## config.mk

```make
export PLATFORM = sky130hd
export DESIGN_NAME = wp_policy_ctrl
export DESIGN_NICKNAME = d
export VERILOG_FILES = /design/src/rtl/wp_policy_pkg.sv /design/src/rtl/wp_flag_state.sv /design/src/rtl/wp_access_gate.sv /design/src/rtl/wp_status_view.sv /design/src/rtl/wp_policy_ctrl.sv
export SDC_FILE = /design/constraint.sdc
export NUM_CORES = 1
export LEC_CHECK = 0
export BUFFER_PORTS_ARGS = -buffer_cell sky130_fd_sc_hd__buf_2
export CAP_MARGIN = 20
export CORE_MARGIN = 2
export CORE_UTILIZATION = 34
export DETAILED_ROUTE_END_ITERATION = 12
export PLACE_DENSITY = 0.95
export SYNTH_ARGS = -nofsm -noshare
export SYNTH_HDL_FRONTEND = slang
export SYNTH_SLANG_ARGS = --single-unit
```

## constraint.sdc

```tcl
create_clock -name clk -period 3.2 [get_ports clk]
set_clock_uncertainty 0.15 [all_clocks]
set_input_delay 0.64 -clock clk [delete_from_list [all_inputs] [get_ports clk]]
set_output_delay 0.64 -clock clk [all_outputs]
set_load 0.005 [all_outputs]
```

## src/rtl/wp_policy_pkg.sv

```systemverilog
package wp_policy_pkg;

    localparam int FLAG_W   = 6;
    localparam int FB_PIN   = 0;
    localparam int FB_BOOT  = 1;
    localparam int FB_RO    = 2;
    localparam int FB_ALL   = 3;
    localparam int FB_STUCK = 4;
    localparam int FB_INCON = 5;
    localparam int LOCK_BIT = 7;

    typedef enum logic [1:0] {
        CMD_NOP     = 2'b00,
        CMD_ARM     = 2'b01,
        CMD_NOW     = 2'b10,
        CMD_DISARM  = 2'b11
    } wp_cmd_e;

    typedef struct packed {
        logic boot;       // persistent protect-at-boot
        logic ro_now;     // RO region locked now
        logic all_now;    // whole array locked now
        logic boot_pin;   // pin level seen at last cold reset
        logic expect_ro;  // cold reset asked for RO lock
    } wp_state_t;

    function automatic logic [FLAG_W-1:0] pack_flags(input wp_state_t s, input logic pin);
        logic [FLAG_W-1:0] f;
        f           = '0;
        f[FB_PIN]   = pin;
        f[FB_BOOT]  = s.boot;
        f[FB_RO]    = s.ro_now;
        f[FB_ALL]   = s.all_now;
        f[FB_STUCK] = 1'b0;
        f[FB_INCON] = s.expect_ro & ~s.ro_now;
        return f;
    endfunction

endpackage

```

## src/rtl/wp_flag_state.sv

```systemverilog
module wp_flag_state
    import wp_policy_pkg::*;
(
    input  logic      clk,
    input  logic      rst,
    input  logic      hw_wp,
    input  logic      cold_rst,
    input  logic      cmd_valid,
    input  wp_cmd_e   cmd_op,
    output wp_state_t state,
    output logic      cmd_done,
    output logic      cmd_err
);

    wp_state_t nxt;
    logic      nxt_done;
    logic      nxt_err;

    always_comb begin
        nxt      = state;
        nxt_done = 1'b0;
        nxt_err  = 1'b0;
        if (cold_rst) begin
            nxt.boot_pin  = hw_wp;
            nxt.ro_now    = state.boot & hw_wp;
            nxt.all_now   = 1'b0;
            nxt.expect_ro = state.boot & hw_wp;
        end else if (cmd_valid) begin
            nxt_done = 1'b1;
            unique case (cmd_op)
                CMD_NOP: ;
                CMD_ARM: nxt.boot = 1'b1;
                CMD_NOW: begin
                    if (hw_wp) begin
                        nxt.boot    = 1'b1;
                        nxt.ro_now  = 1'b1;
                        nxt.all_now = 1'b1;
                    end else begin
                        nxt_err = 1'b1;
                    end
                end
                CMD_DISARM: begin
                    if (state.boot_pin) nxt_err = 1'b1;
                    else                nxt.boot = 1'b0;
                end
                default: ;
            endcase
        end
    end

    always_ff @(posedge clk) begin
        if (rst) begin
            state    <= '0;
            cmd_done <= 1'b0;
            cmd_err  <= 1'b0;
        end else begin
            state    <= nxt;
            cmd_done <= nxt_done;
            cmd_err  <= nxt_err;
        end
    end

endmodule

```

## src/rtl/wp_access_gate.sv

```systemverilog
module wp_access_gate #(
    parameter int          ADDR_W = 32,
    parameter int unsigned RO_LEN = 32'h0001_F800
) (
    input  logic              req_valid,
    input  logic [ADDR_W-1:0] req_addr,
    input  logic              ro_now,
    input  logic              all_now,
    output logic              grant,
    output logic              deny
);

    localparam logic [ADDR_W-1:0] RO_END = ADDR_W'(RO_LEN);

    logic in_ro;
    logic blocked;

    always_comb begin
        in_ro   = (req_addr < RO_END);
        blocked = all_now | (ro_now & in_ro);
        grant   = req_valid & ~blocked;
        deny    = req_valid &  blocked;
    end

endmodule

```

## src/rtl/wp_status_view.sv

```systemverilog
module wp_status_view
    import wp_policy_pkg::*;
#(
    parameter int          ADDR_W = 32,
    parameter int unsigned RO_LEN = 32'h0001_F800
) (
    input  wp_state_t          state,
    input  logic               hw_wp,
    output logic [FLAG_W-1:0]  flags,
    output logic [FLAG_W-1:0]  writable,
    output logic               ro_prot,
    output logic               all_prot,
    output logic [7:0]         status,
    output logic [ADDR_W-1:0]  range_start,
    output logic [ADDR_W-1:0]  range_len
);

    always_comb begin
        flags              = pack_flags(state, hw_wp);
        writable           = '0;
        writable[FB_BOOT]  = ~(state.boot & state.boot_pin);
        writable[FB_RO]    = hw_wp & ~state.ro_now;
        writable[FB_ALL]   = hw_wp & ~state.all_now;
        ro_prot            = state.ro_now | state.all_now;
        all_prot           = state.all_now;
        status             = '0;
        status[LOCK_BIT]   = state.boot | state.ro_now;
        range_start        = '0;
        range_len          = state.ro_now ? ADDR_W'(RO_LEN) : '0;
    end

endmodule

```

## src/rtl/wp_policy_ctrl.sv

```systemverilog
module wp_policy_ctrl
    import wp_policy_pkg::*;
#(
    parameter int          ADDR_W = 32,
    parameter int unsigned RO_LEN = 32'h0001_F800
) (
    input  logic              clk,
    input  logic              rst,
    input  logic              hw_wp_in,
    input  logic              cold_rst,
    input  logic              cmd_valid,
    input  logic [1:0]        cmd_op,
    output logic              cmd_done,
    output logic              cmd_err,
    input  logic              fl_valid,
    input  logic [ADDR_W-1:0] fl_addr,
    output logic              fl_grant,
    output logic              fl_deny,
    output logic [5:0]        flags_o,
    output logic [5:0]        writable_o,
    output logic              ro_prot_o,
    output logic              all_prot_o,
    output logic [7:0]        status_o,
    output logic [ADDR_W-1:0] range_start_o,
    output logic [ADDR_W-1:0] range_len_o
);

    wp_state_t st;

    wp_flag_state u_state (
        .clk       (clk),
        .rst       (rst),
        .hw_wp     (hw_wp_in),
        .cold_rst  (cold_rst),
        .cmd_valid (cmd_valid),
        .cmd_op    (wp_cmd_e'(cmd_op)),
        .state     (st),
        .cmd_done  (cmd_done),
        .cmd_err   (cmd_err)
    );

    wp_access_gate #(.ADDR_W(ADDR_W), .RO_LEN(RO_LEN)) u_gate (
        .req_valid (fl_valid),
        .req_addr  (fl_addr),
        .ro_now    (st.ro_now),
        .all_now   (st.all_now),
        .grant     (fl_grant),
        .deny      (fl_deny)
    );

    wp_status_view #(.ADDR_W(ADDR_W), .RO_LEN(RO_LEN)) u_view (
        .state       (st),
        .hw_wp       (hw_wp_in),
        .flags       (flags_o),
        .writable    (writable_o),
        .ro_prot     (ro_prot_o),
        .all_prot    (all_prot_o),
        .status      (status_o),
        .range_start (range_start_o),
        .range_len   (range_len_o)
    );

endmodule

```

==> results of run 1 <==
-- kinds of logic after synthesis --
kind of cell,count (synthesis),share of synthesized area (%)
other,1,0.3828
DFF,7,14.30
muxes,1,1.022
AOI/OAI and AO/OA,10,6.257
buffers and inverters,80,60.92
and+or+nand+nor,27,17.11
-- power by group through the flow --
stage / logic (uW) / registers, uW / clock network, uW
floorplan: 98.6 / 95.1 / 0
global placement: 61.2 / 95.6 / 0
detailed placement: 62.8 / 95.8 / 0
CTS: 63.3 / 94.1 / 82.9
global route: 73.6 / 94.4 / 87.1
finish: 65.2 / 94.0 / 83.0
-- state kept, by name, indices dropped and copies added (netlist names) --
register / flops
u_state.cmd_done: 1
u_state.cmd_err: 1
u_state.state: 5
-- layout by cell type (no fill, tap or decap) --
master     n
a21oi_1    2
a31oi_1    1
and3_1     1
and4b_1    1
and4b_2    1
buf_2     49
clkbuf_1   1
clkbuf_4   3
conb_1    69
dfxtp_1    7
inv_1      1
mux2i_1    1
nand2_1    4
nand2b_1   1
nand2b_4   1
nand3_1    1
nand4_1    2
nor2_1     4
nor2b_1    3
nor3_1     1
nor4_1     3
nor4b_1    1
o211a_1    1
o21ai_0    3
o21ai_1    1
o21bai_1   2
or2_2      2
or3b_1     1
-- metrics by stage --
| stage | utilization (%) | total power (uW) | instance area (sq um) |
|---|---|---|---|
| 4_1_cts | 34.53 | 240.3 | 952.2 |
| 6_report | 34.53 | 242.2 | 952.2 |
| 3_5_place_dp | 33.58 | 158.6 | 925.9 |
| 3_3_place_gp | 33.58 | 156.8 | 925.9 |
| 5_1_grt | 34.53 | 255.0 | 952.2 |
| 2_1_floorplan | - | 193.7 | 1235 |
-- Yosys cell counts (all sizes together) --
cell,number,share of area (%)
o211a,1,1.0
or3b,1,0.89
nor4b,1,0.89
and4b,2,2.2
nor2b,3,1.9
or2,2,1.3
buf,79,61
nand2,4,1.5
a31oi,1,0.64
nand2b,2,2.0
o21bai,2,1.5
and3,1,0.64
dfxtp,7,14
a21oi,2,1.0
o21ai,4,2.0
nand3,1,0.51
nand4,2,1.3
nor3,1,0.51
inv,1,0.38
mux2i,1,1.0
nor2,4,1.5
conb,1,0.38
nor4,3,1.9
-- per-layer routing --
layer | global-route usage [%] | up-vias | wire (um) | part of all wire [%]
li1 | - | 346 | - | -
met1 | 7.143 | 314 | 541 | 32
met2 | 16.23 | 59 | 933 | 56
met3 | 1.563 | 0 | 193 | 12
met4 | 3.987 | 0 | 0 | 0
met5 | 0 | - | 0 | 0
-- worst min path at each step --
stage | end | slack (ns)
2_1_floorplan | u_state.state[0]$_SDFFE_PP0P_ | 0.29
3_3_place_gp | u_state.state[0]$_SDFFE_PP0P_ | 0.30
3_5_place_dp | u_state.state[0]$_SDFFE_PP0P_ | 0.31
4_1_cts | u_state.state[0]$_SDFFE_PP0P_ | 0.32
5_1_grt | u_state.state[0]$_SDFFE_PP0P_ | 0.36
6_report | u_state.state[0]$_SDFFE_PP0P_ | 0.33
-- area by class of cell --
class,instances,area (sq um)
Tap cell,31,38.79
Multi-Input combinational cell,107,498.0
Clock buffer,4,26.28
Timing Repair Buffer,49,245.2
Inverter,1,3.754
Sequential cell,7,140.1
Fill cell,294,1805
-- worst register-to-register path: cells and delay by family, from the launching register on --
kind,cells,cell delay [ns]
AO/OA/AOI/OAI,2,0.25
flip-flops,1,0.50
==> impl_metrics.yaml, run 1 <==
global_routing:
  grt_max_degree: 14
  grt_remaining_overflow: 0
  grt_pass1_wl_mm: 2.097
  antenna_found_initial: 0
  grt_usage_pct: 7.931
  grt_pass1_vias: 514
finish:
  diodes: 0
  final_nets: 209
  area.growth.synth_to_final_pct: -2.810
  drive_gt1_share_pct: 33.33
  layout.cells.non_filler: 199
floorplanning:
  fp.dieArea_sq_mm: 0.003327
  ios: 130
  die_w_um: 57.68
  die_y_um: 57.68
  initial_core_util_pct: 35.53
  core_area_sq_mm: 0.002758
  rows: 19
detailed_routing:
  vias: 719
  first_pass_iters: 4
  wirelength_mm: 1.667
  drc: 0
  wl_per_cell_um: 8.377
  vias_per_cell: 3.613
  drt-initial-drc-count: 41
  ant_nets: 0
outcome:
  status: "finished, final reports clean"
timing:
  finalHoldViolations: 0
  slew_viol_final: 0
  setup_violations: 0
  post-route-period-util_pct: 73.93
  finalSetupTns_ns: 0
  fin_ws_ns: 0.8342
  fin_crit_ns: 2.366
  whs_ns: 0.3253
  fmaxAchievable_mhz: 422.7
  rsz0062_at_grt: "no"
critical_path:
  cp_cell_sequence: "buf_2 > nor4_1 > nand4_1 > o211a_1 > buf_2"
  worstSetupPathType: "primary input to primary output"
  startpoint: "fl_addr[20]"
  crit_end: "fl_grant"
  cpMaxStageDelayCell: "nor4_1"
  r2r-end: "u_state.state[3]$_SDFFE_PP0P_"
  reg2reg_slack_ns: 2.23
  max_stage_delay_ns: 0.30
  critPathArrivalTime_ns: 1.58
  regToRegStartpoint: "u_state.state[3]$_SDFFE_PP0P_"
  critical_path.startpoint_type: "primary input"
  required_ns: 2.41
  critPathCaptureType: "primary output"
  cp_top_family: "simple AND/OR/NAND/NOR gates"
  path_buf_inv: 2
  r2r_cells: 2
  cp_common_cell: "buf_2"
  crit_path_max_fanout: 2
  path_depth: 5
job:
  cap_violations: 0
clock_network:
  htreeDepth: 1
  cts_setup_buffers: 0
  cts_tree: "yes"
  numCtsBuffers: 3
  cts_resized: 0
  clk_pin_slew_worst_paths_ns: 0.05
  clk_path_buf_depth: 2
  cts-hold-fix-buffers: 0
  clock-sinks: 7
  worstSkewPairLatency_ns: 0.25
  cts-root-buf: "clkbuf_4"
power:
  p_per_area_mw_per_mm2: 254.4
  p_switching_uw: 77.59
  combPwrFrac_pct: 26.9
  p_seq_share_pct: 38.8
  pwr-share-clk_pct: 34.3
  swShare_pct: 32.03
  p_leak_uw: 0.0006077
  p_int_uw: 164.6
  vdd.ir_drop.worst_uv: 231.9
synthesis:
  ys_types: 26
  synth-seq-cells: 7
  syn_inst: 126
  synth_area_per_cell_sq_um: 7.775
  ys_seq_area_share_pct: 14.30
  syn_area_sq_um: 979.7
  yosysWarnings: 0
placement:
  portBuffers: 49
  place_inst: 195
  pre_cts_slack_ns: 0.8234
  gp_congestion: 0.6588
  dpl.hpwl_mm: 1.369
min_path:
  hp-class: "flip-flop to flip-flop"
  hold_depth: 2
  worstHoldStart: "u_state.state[0]$_SDFFE_PP0P_"
(Power assumes the default switching activity.)
==> run 2, diff against run 1 <==
--- a/config.mk
+++ b/config.mk
@@ -5,12 +5,13 @@
 export SDC_FILE = /design/constraint.sdc
 export NUM_CORES = 1
 export LEC_CHECK = 0
+export ABC_AREA = 1
 export BUFFER_PORTS_ARGS = -buffer_cell sky130_fd_sc_hd__buf_2
 export CAP_MARGIN = 20
 export CORE_MARGIN = 2
-export CORE_UTILIZATION = 34
+export CORE_UTILIZATION = 29
 export DETAILED_ROUTE_END_ITERATION = 12
-export PLACE_DENSITY = 0.95
+export PLACE_DENSITY = 0.89
 export SYNTH_ARGS = -nofsm -noshare
 export SYNTH_HDL_FRONTEND = slang
 export SYNTH_SLANG_ARGS = --single-unit
==> constraint.sdc (replaced) <==
create_clock -name clk -period 2 [get_ports clk]
set_clock_uncertainty 0.15 [all_clocks]
set_input_delay 0.4 -clock clk [delete_from_list [all_inputs] [get_ports clk]]
set_output_delay 0.4 -clock clk [all_outputs]
set_load 0.005 [all_outputs]
==> run 2 against run 1 <==
Effect of this change:
- global-route usage barely moved
- critical path type is now flip-flop to primary output
- via count rose by 9.7%
- register-to-register slack got worse by 1.2 ns
- total power rose by 62%
- largest cell class unchanged
- routed wire length rose by 1.7%
- critical endpoint is now fl_deny
==> impl_metrics.yaml, run 2 <==
clock_network:
  numCtsBuffers: 3
  cts-root-buf: "clkbuf_4"
  cts_resized: 0
  cts-hold-fix-buffers: 0
  clk_pin_slew_worst_paths_ns: 0.05
  cts_setup_buffers: 0
  worstSkewPairLatency_ns: 0.25
  clock-sinks: 7
  cts_tree: "yes"
  clk_path_buf_depth: 2
  htreeDepth: 1
timing:
  rsz0062_at_grt: "no"
  post-route-period-util_pct: 91.15
  whs_ns: 0.2025
  finalHoldViolations: 0
  finalSetupTns_ns: 0
  fin_crit_ns: 1.823
  fmaxAchievable_mhz: 548.6
  setup_violations: 0
  slew_viol_final: 0
finish:
  final_nets: 231
  drive_gt1_share_pct: 31.58
  layout_commonest_cell: "conb_1"
  final_util_pct: 30.00
  mostFrequentLayoutCells: "69 x conb_1, 49 x buf_2, 16 x nand2_1, 16 x nor2_1, 10 x inv_1"
  area.growth.synth_to_final_pct: -0.6211
  top_register: "u_state.state"
  largest_register_ffs: 5
  top_regs: "u_state.state (5), u_state.cmd_done (1), u_state.cmd_err (1)"
  diodes: 0
  layout.cells.non_filler: 236
synthesis:
  synth-edff-count: 0
  synth_top_area_share_pct: 58.88
  synthTopCellsByCount: "79 x buf_4, 16 x nand2_1, 16 x nor2_1"
  ys_types: 18
  yosysWarnings: 0
  synth_top_cell_by_area: "buf_4"
  yosysMostFrequentCell: "buf_4"
  syn_inst: 148
  synthArstFlopShare_pct: 0
  ys_seq_area_share_pct: 13.91
  synth_area_per_cell_sq_um: 6.806
  synth-seq-cells: 7
  syn_area_sq_mm: 0.001007
  synth_area_leaders: "buf_4 59%, dfxtp_1 14%, nand2_1 6.0%"
  ys.flop_type: "dfxtp_1"
floorplanning:
  initial_core_util_pct: 30.18
  core_area_sq_mm: 0.003337
  die_w_um: 62.94
  die_y_um: 62.94
  ios: 130
  rows: 21
  fp.dieArea_sq_mm: 0.003961
global_routing:
  grt_max_degree: 12
  grt_pass1_wl_mm: 2.539
  antenna_found_initial: 0
  grt_usage_pct: 7.941
  grt_pass1_vias: 626
  grt_remaining_overflow: 0
critical_path:
  required_ns: 1.45
  r2r_cells: 4
  crit_end: "fl_deny"
  reg2reg_slack_ns: 1.02
  regToRegStartpoint: "u_state.state[1]$_SDFFE_PP0P_"
  r2r-end: "u_state.state[4]$_SDFFE_PP0P_"
  critical_path.startpoint_type: "flip-flop"
  startpoint: "u_state.state[3]$_SDFFE_PP0P_"
  critPathArrivalTime_ns: 1.27
  worstSetupPathType: "flip-flop to primary output"
  critPathCaptureType: "primary output"
  crit_path_max_fanout: 11
detailed_routing:
  vias: 789
  drc: 0
  drt-initial-drc-count: 10
  wirelength_mm: 1.695
  ant_nets: 0
  first_pass_iters: 4
  wl_per_cell_um: 7.182
  vias_per_cell: 3.343
placement:
  gp_congestion: 0.7788
  place_inst: 232
  portBuffers: 49
  dpl.hpwl_mm: 1.579
power:
  vdd.ir_drop.worst_uv: 107.8
  p_per_area_mw_per_mm2: 391.1
  total_power_uw: 391.5
  p_leak_uw: 0.0006450
outcome:
  status: "finished, final reports clean"
min_path:
  hp-class: "primary input to flip-flop"
job:
  cap_violations: 0
## run 2: power breakdown
group / leakage, uW / total, uW / switching, uW / internal (uW)
clock network: 0.0000177 / 127 / 53.5 / 73.0
logic: 0.000570 / 114 / 70.3 / 43.7
registers: 0.0000575 / 151 / 5.76 / 145
total: 0.000645 / 391 / 130 / 262
## run 2: area by class of cell
| class | instances | area, sq um |
|---|---|---|
| Fill cell | 380 | 2336 |
| Multi-Input combinational cell | 119 | 488.0 |
| Timing Repair Buffer | 49 | 245.2 |
| Sequential cell | 7 | 141.4 |
| Tap cell | 46 | 57.56 |
| Inverter | 11 | 41.29 |
| Clock buffer | 3 | 22.52 |
| Clock inverter | 1 | 5.005 |
## run 2: kinds of logic after synthesis
kind of cell	Yosys count	share of synthesized area, %
buffers and inverters	90	62.98
and+or+nand+nor	41	17.52
AOI/OAI and AO/OA	9	5.216
DFF	7	13.91
other	1	0.3723
## run 2: critical path, cell delays in order, from the launching register on
cell and delay, ns:
dfxtp_2 0.40, inv_2 0.08, nor2_2 0.07, nand2_1 0.06
nor2_2 0.08, nand3_2 0.10, a21oi_2 0.12, buf_2 0.12
## run 2: worst min path at each step
| stage | start | endpoint | cells past startpoint |
|---|---|---|---|
| global route | rst | u_state.state[1]$_SDFFE_PP0P_ | 2 |
| detailed placement | u_state.state[0]$_SDFFE_PP0P_ | u_state.state[0]$_SDFFE_PP0P_ | 2 |
| CTS | rst | u_state.state[1]$_SDFFE_PP0P_ | 2 |
| floorplan | u_state.state[1]$_SDFFE_PP0P_ | u_state.state[1]$_SDFFE_PP0P_ | 2 |
| finish | rst | u_state.state[1]$_SDFFE_PP0P_ | 2 |
| global placement | u_state.state[1]$_SDFFE_PP0P_ | u_state.state[1]$_SDFFE_PP0P_ | 2 |
## run 2: through the flow
stage	instance area, sq um	setup slack [ns]
6_report	1001	0.1771
5_1_grt	1001	0.01072
4_1_cts	999.7	0.04702
3_5_place_dp	972.2	0.3067
3_3_place_gp	972.2	0.3094
2_1_floorplan	1262	0.4971
## run 2: routing by layer
metal | wire [um] | vias up | track usage (%)
met2 | 851 | 63 | 14.89
met3 | 265 | 2 | 3.243
met1 | 563 | 336 | 7.625
met4 | 14 | 0 | 3.056
met5 | 0 | - | 0
li1 | - | 388 | -
==> run 3, diff against run 2 <==
--- a/config.mk
+++ b/config.mk
@@ -8,8 +8,10 @@
 export ABC_AREA = 1
 export BUFFER_PORTS_ARGS = -buffer_cell sky130_fd_sc_hd__buf_2
 export CAP_MARGIN = 20
+export CORE_ASPECT_RATIO = 1.5
 export CORE_MARGIN = 2
 export CORE_UTILIZATION = 29
+export CTS_CLUSTER_SIZE = 20
 export DETAILED_ROUTE_END_ITERATION = 12
 export PLACE_DENSITY = 0.89
 export SYNTH_ARGS = -nofsm -noshare
==> run 3 against run 2 <==
Effect of this change:
- via count up 2.2%
- critical path depth up 2
- largest power group is now clock
- design area up 2.0%
- global-route usage down 0.22 points
- fmax up 5.1%
- worst hold slack better by 0.018 ns
- sequential power about the same
- sequential share of layout area down 0.40 points
- first-iteration DRC count up 70%
==> impl_metrics.yaml, run 3 (synthesis results as in run 2) <==
timing:
  whs_ns: 0.2208
  fin_crit_ns: 1.734
  fin_ws_ns: 0.2657
  finalSetupTns_ns: 0
  fmaxAchievable_mhz: 576.6
  post-route-period-util_pct: 86.71
  setup_violations: 0
  slew_viol_final: 0
  rsz0062_at_grt: "no"
  finalHoldViolations: 0
finish:
  area.growth.synth_to_final_pct: 1.367
  mostFrequentLayoutCells: "69 x conb_1, 49 x buf_2, 16 x nand2_1, 16 x nor2_1, 10 x inv_1"
  drive_gt1_share_pct: 31.41
  ff_latch_area_sq_um: 140.1
  multiInputGateArea_sq_um: 488.0
  largest_register_ffs: 5
  layout.cells.non_filler: 233
  top_register: "u_state.state"
  nFillCells: 364
  stdcell_area_sq_mm: 0.001021
  layout_commonest_cell: "conb_1"
  final_nets: 232
  diodes: 0
  top_regs: "u_state.state (5), u_state.cmd_done (1), u_state.cmd_err (1)"
power:
  p_per_area_mw_per_mm2: 457.1
  combPwrFrac_pct: 25.1
  p_int_uw: 325.8
  swShare_pct: 30.20
  vdd.ir_drop.worst_uv: 355.6
  p_leak_uw: 0.0006576
  pwr-share-clk_pct: 42.9
  p_seq_share_pct: 32.0
  p_switching_uw: 140.9
detailed_routing:
  wl_per_cell_um: 7.163
  drc: 0
  drt-initial-drc-count: 17
  ant_nets: 0
  vias: 806
  first_pass_iters: 4
  wirelength_mm: 1.669
  vias_per_cell: 3.459
floorplanning:
  core_area_sq_mm: 0.003351
  initial_core_util_pct: 30.06
  die_y_um: 76.18
  fp.dieArea_sq_mm: 0.003971
  die_w_um: 52.12
  ios: 130
  rows: 26
placement:
  place_inst: 229
  place_area_sq_um: 974.7
  gp_congestion: 0.7784
  dpl.hpwl_mm: 1.490
  portBuffers: 49
  pre_cts_slack_ns: 0.2547
clock_network:
  cts-root-buf: "clkbuf_8"
  clock-sinks: 7
  cts-hold-fix-buffers: 0
  htreeDepth: 1
  cts_resized: 0
  worstSkewPairLatency_ns: 0.23
  clk_path_buf_depth: 2
  clk_pin_slew_worst_paths_ns: 0.04
  cts_tree: "yes"
  numCtsBuffers: 3
  cts_setup_buffers: 0
critical_path:
  critical_path.startpoint_type: "primary input"
  critPathArrivalTime_ns: 1.18
  worstSetupPathType: "primary input to primary output"
  required_ns: 1.45
  critPathCaptureType: "primary output"
  r2r_cells: 4
  crit_path_max_fanout: 2
min_path:
  hold_depth: 2
  hp-class: "primary input to flip-flop"
job:
  cap_violations: 0
global_routing:
  grt_remaining_overflow: 0
  antenna_found_initial: 0
  grt_pass1_wl_mm: 2.263
  grt_pass1_vias: 547
  grt_max_degree: 11
  grt_usage_pct: 7.725
outcome:
  status: "finished, final reports clean"
run 3: layer usage:
metal / GRT usage [%] / share of wire, %
met2: 13.54 / 45
met5: 0 / 0
met3: 1.373 / 22
met1: 7.711 / 32
met4: 5.526 / 1.9
run 3: stage by stage:
step	total power (uW)	utilization, %
after floorplan	323.5	-
after global placement	264.9	29.09
after detailed placement	266.8	29.09
after CTS	472.8	30.47
after global routing	506.1	30.47
final	466.7	30.47
run 3: area by class of cell:
class,instances,area share (%)
Clock inverter,1,0.4902
Clock buffer,3,4.044
Tap cell,42,5.147
Timing Repair Buffer,50,24.75
Sequential cell,7,13.73
Inverter,11,4.044
Multi-Input combinational cell,119,47.79
run 3: final timing paths:
| path | slack [ns] | from | endpoint |
|---|---|---|---|
| max | 0.27 | fl_addr[18] | fl_grant |
| min reg2reg | 0.32 | u_state.state[1]$_SDFFE_PP0P_ | u_state.state[1]$_SDFFE_PP0P_ |
| min | 0.22 | rst | u_state.state[1]$_SDFFE_PP0P_ |
| max reg2reg | 1.00 | u_state.state[1]$_SDFFE_PP0P_ | u_state.state[4]$_SDFFE_PP0P_ |
run 3: worst max-delay path, stage by stage:
cell	delay, ns
buf_2	0.09
nor2_1	0.13
nand2_1	0.07
nor2_1	0.09
nand2_1	0.07
nand3_2	0.08
nand2_1	0.05
nor2_1	0.08
buf_2	0.11
run 3: power groups by stage:
stage | clock (uW) | combinational [uW] | sequential, uW
2_1_floorplan | 0 | 171 | 153
6_report | 200 | 117 | 149
3_3_place_gp | 0 | 113 | 152
3_5_place_dp | 0 | 115 | 152
4_1_cts | 208 | 115 | 149
5_1_grt | 220 | 136 | 150
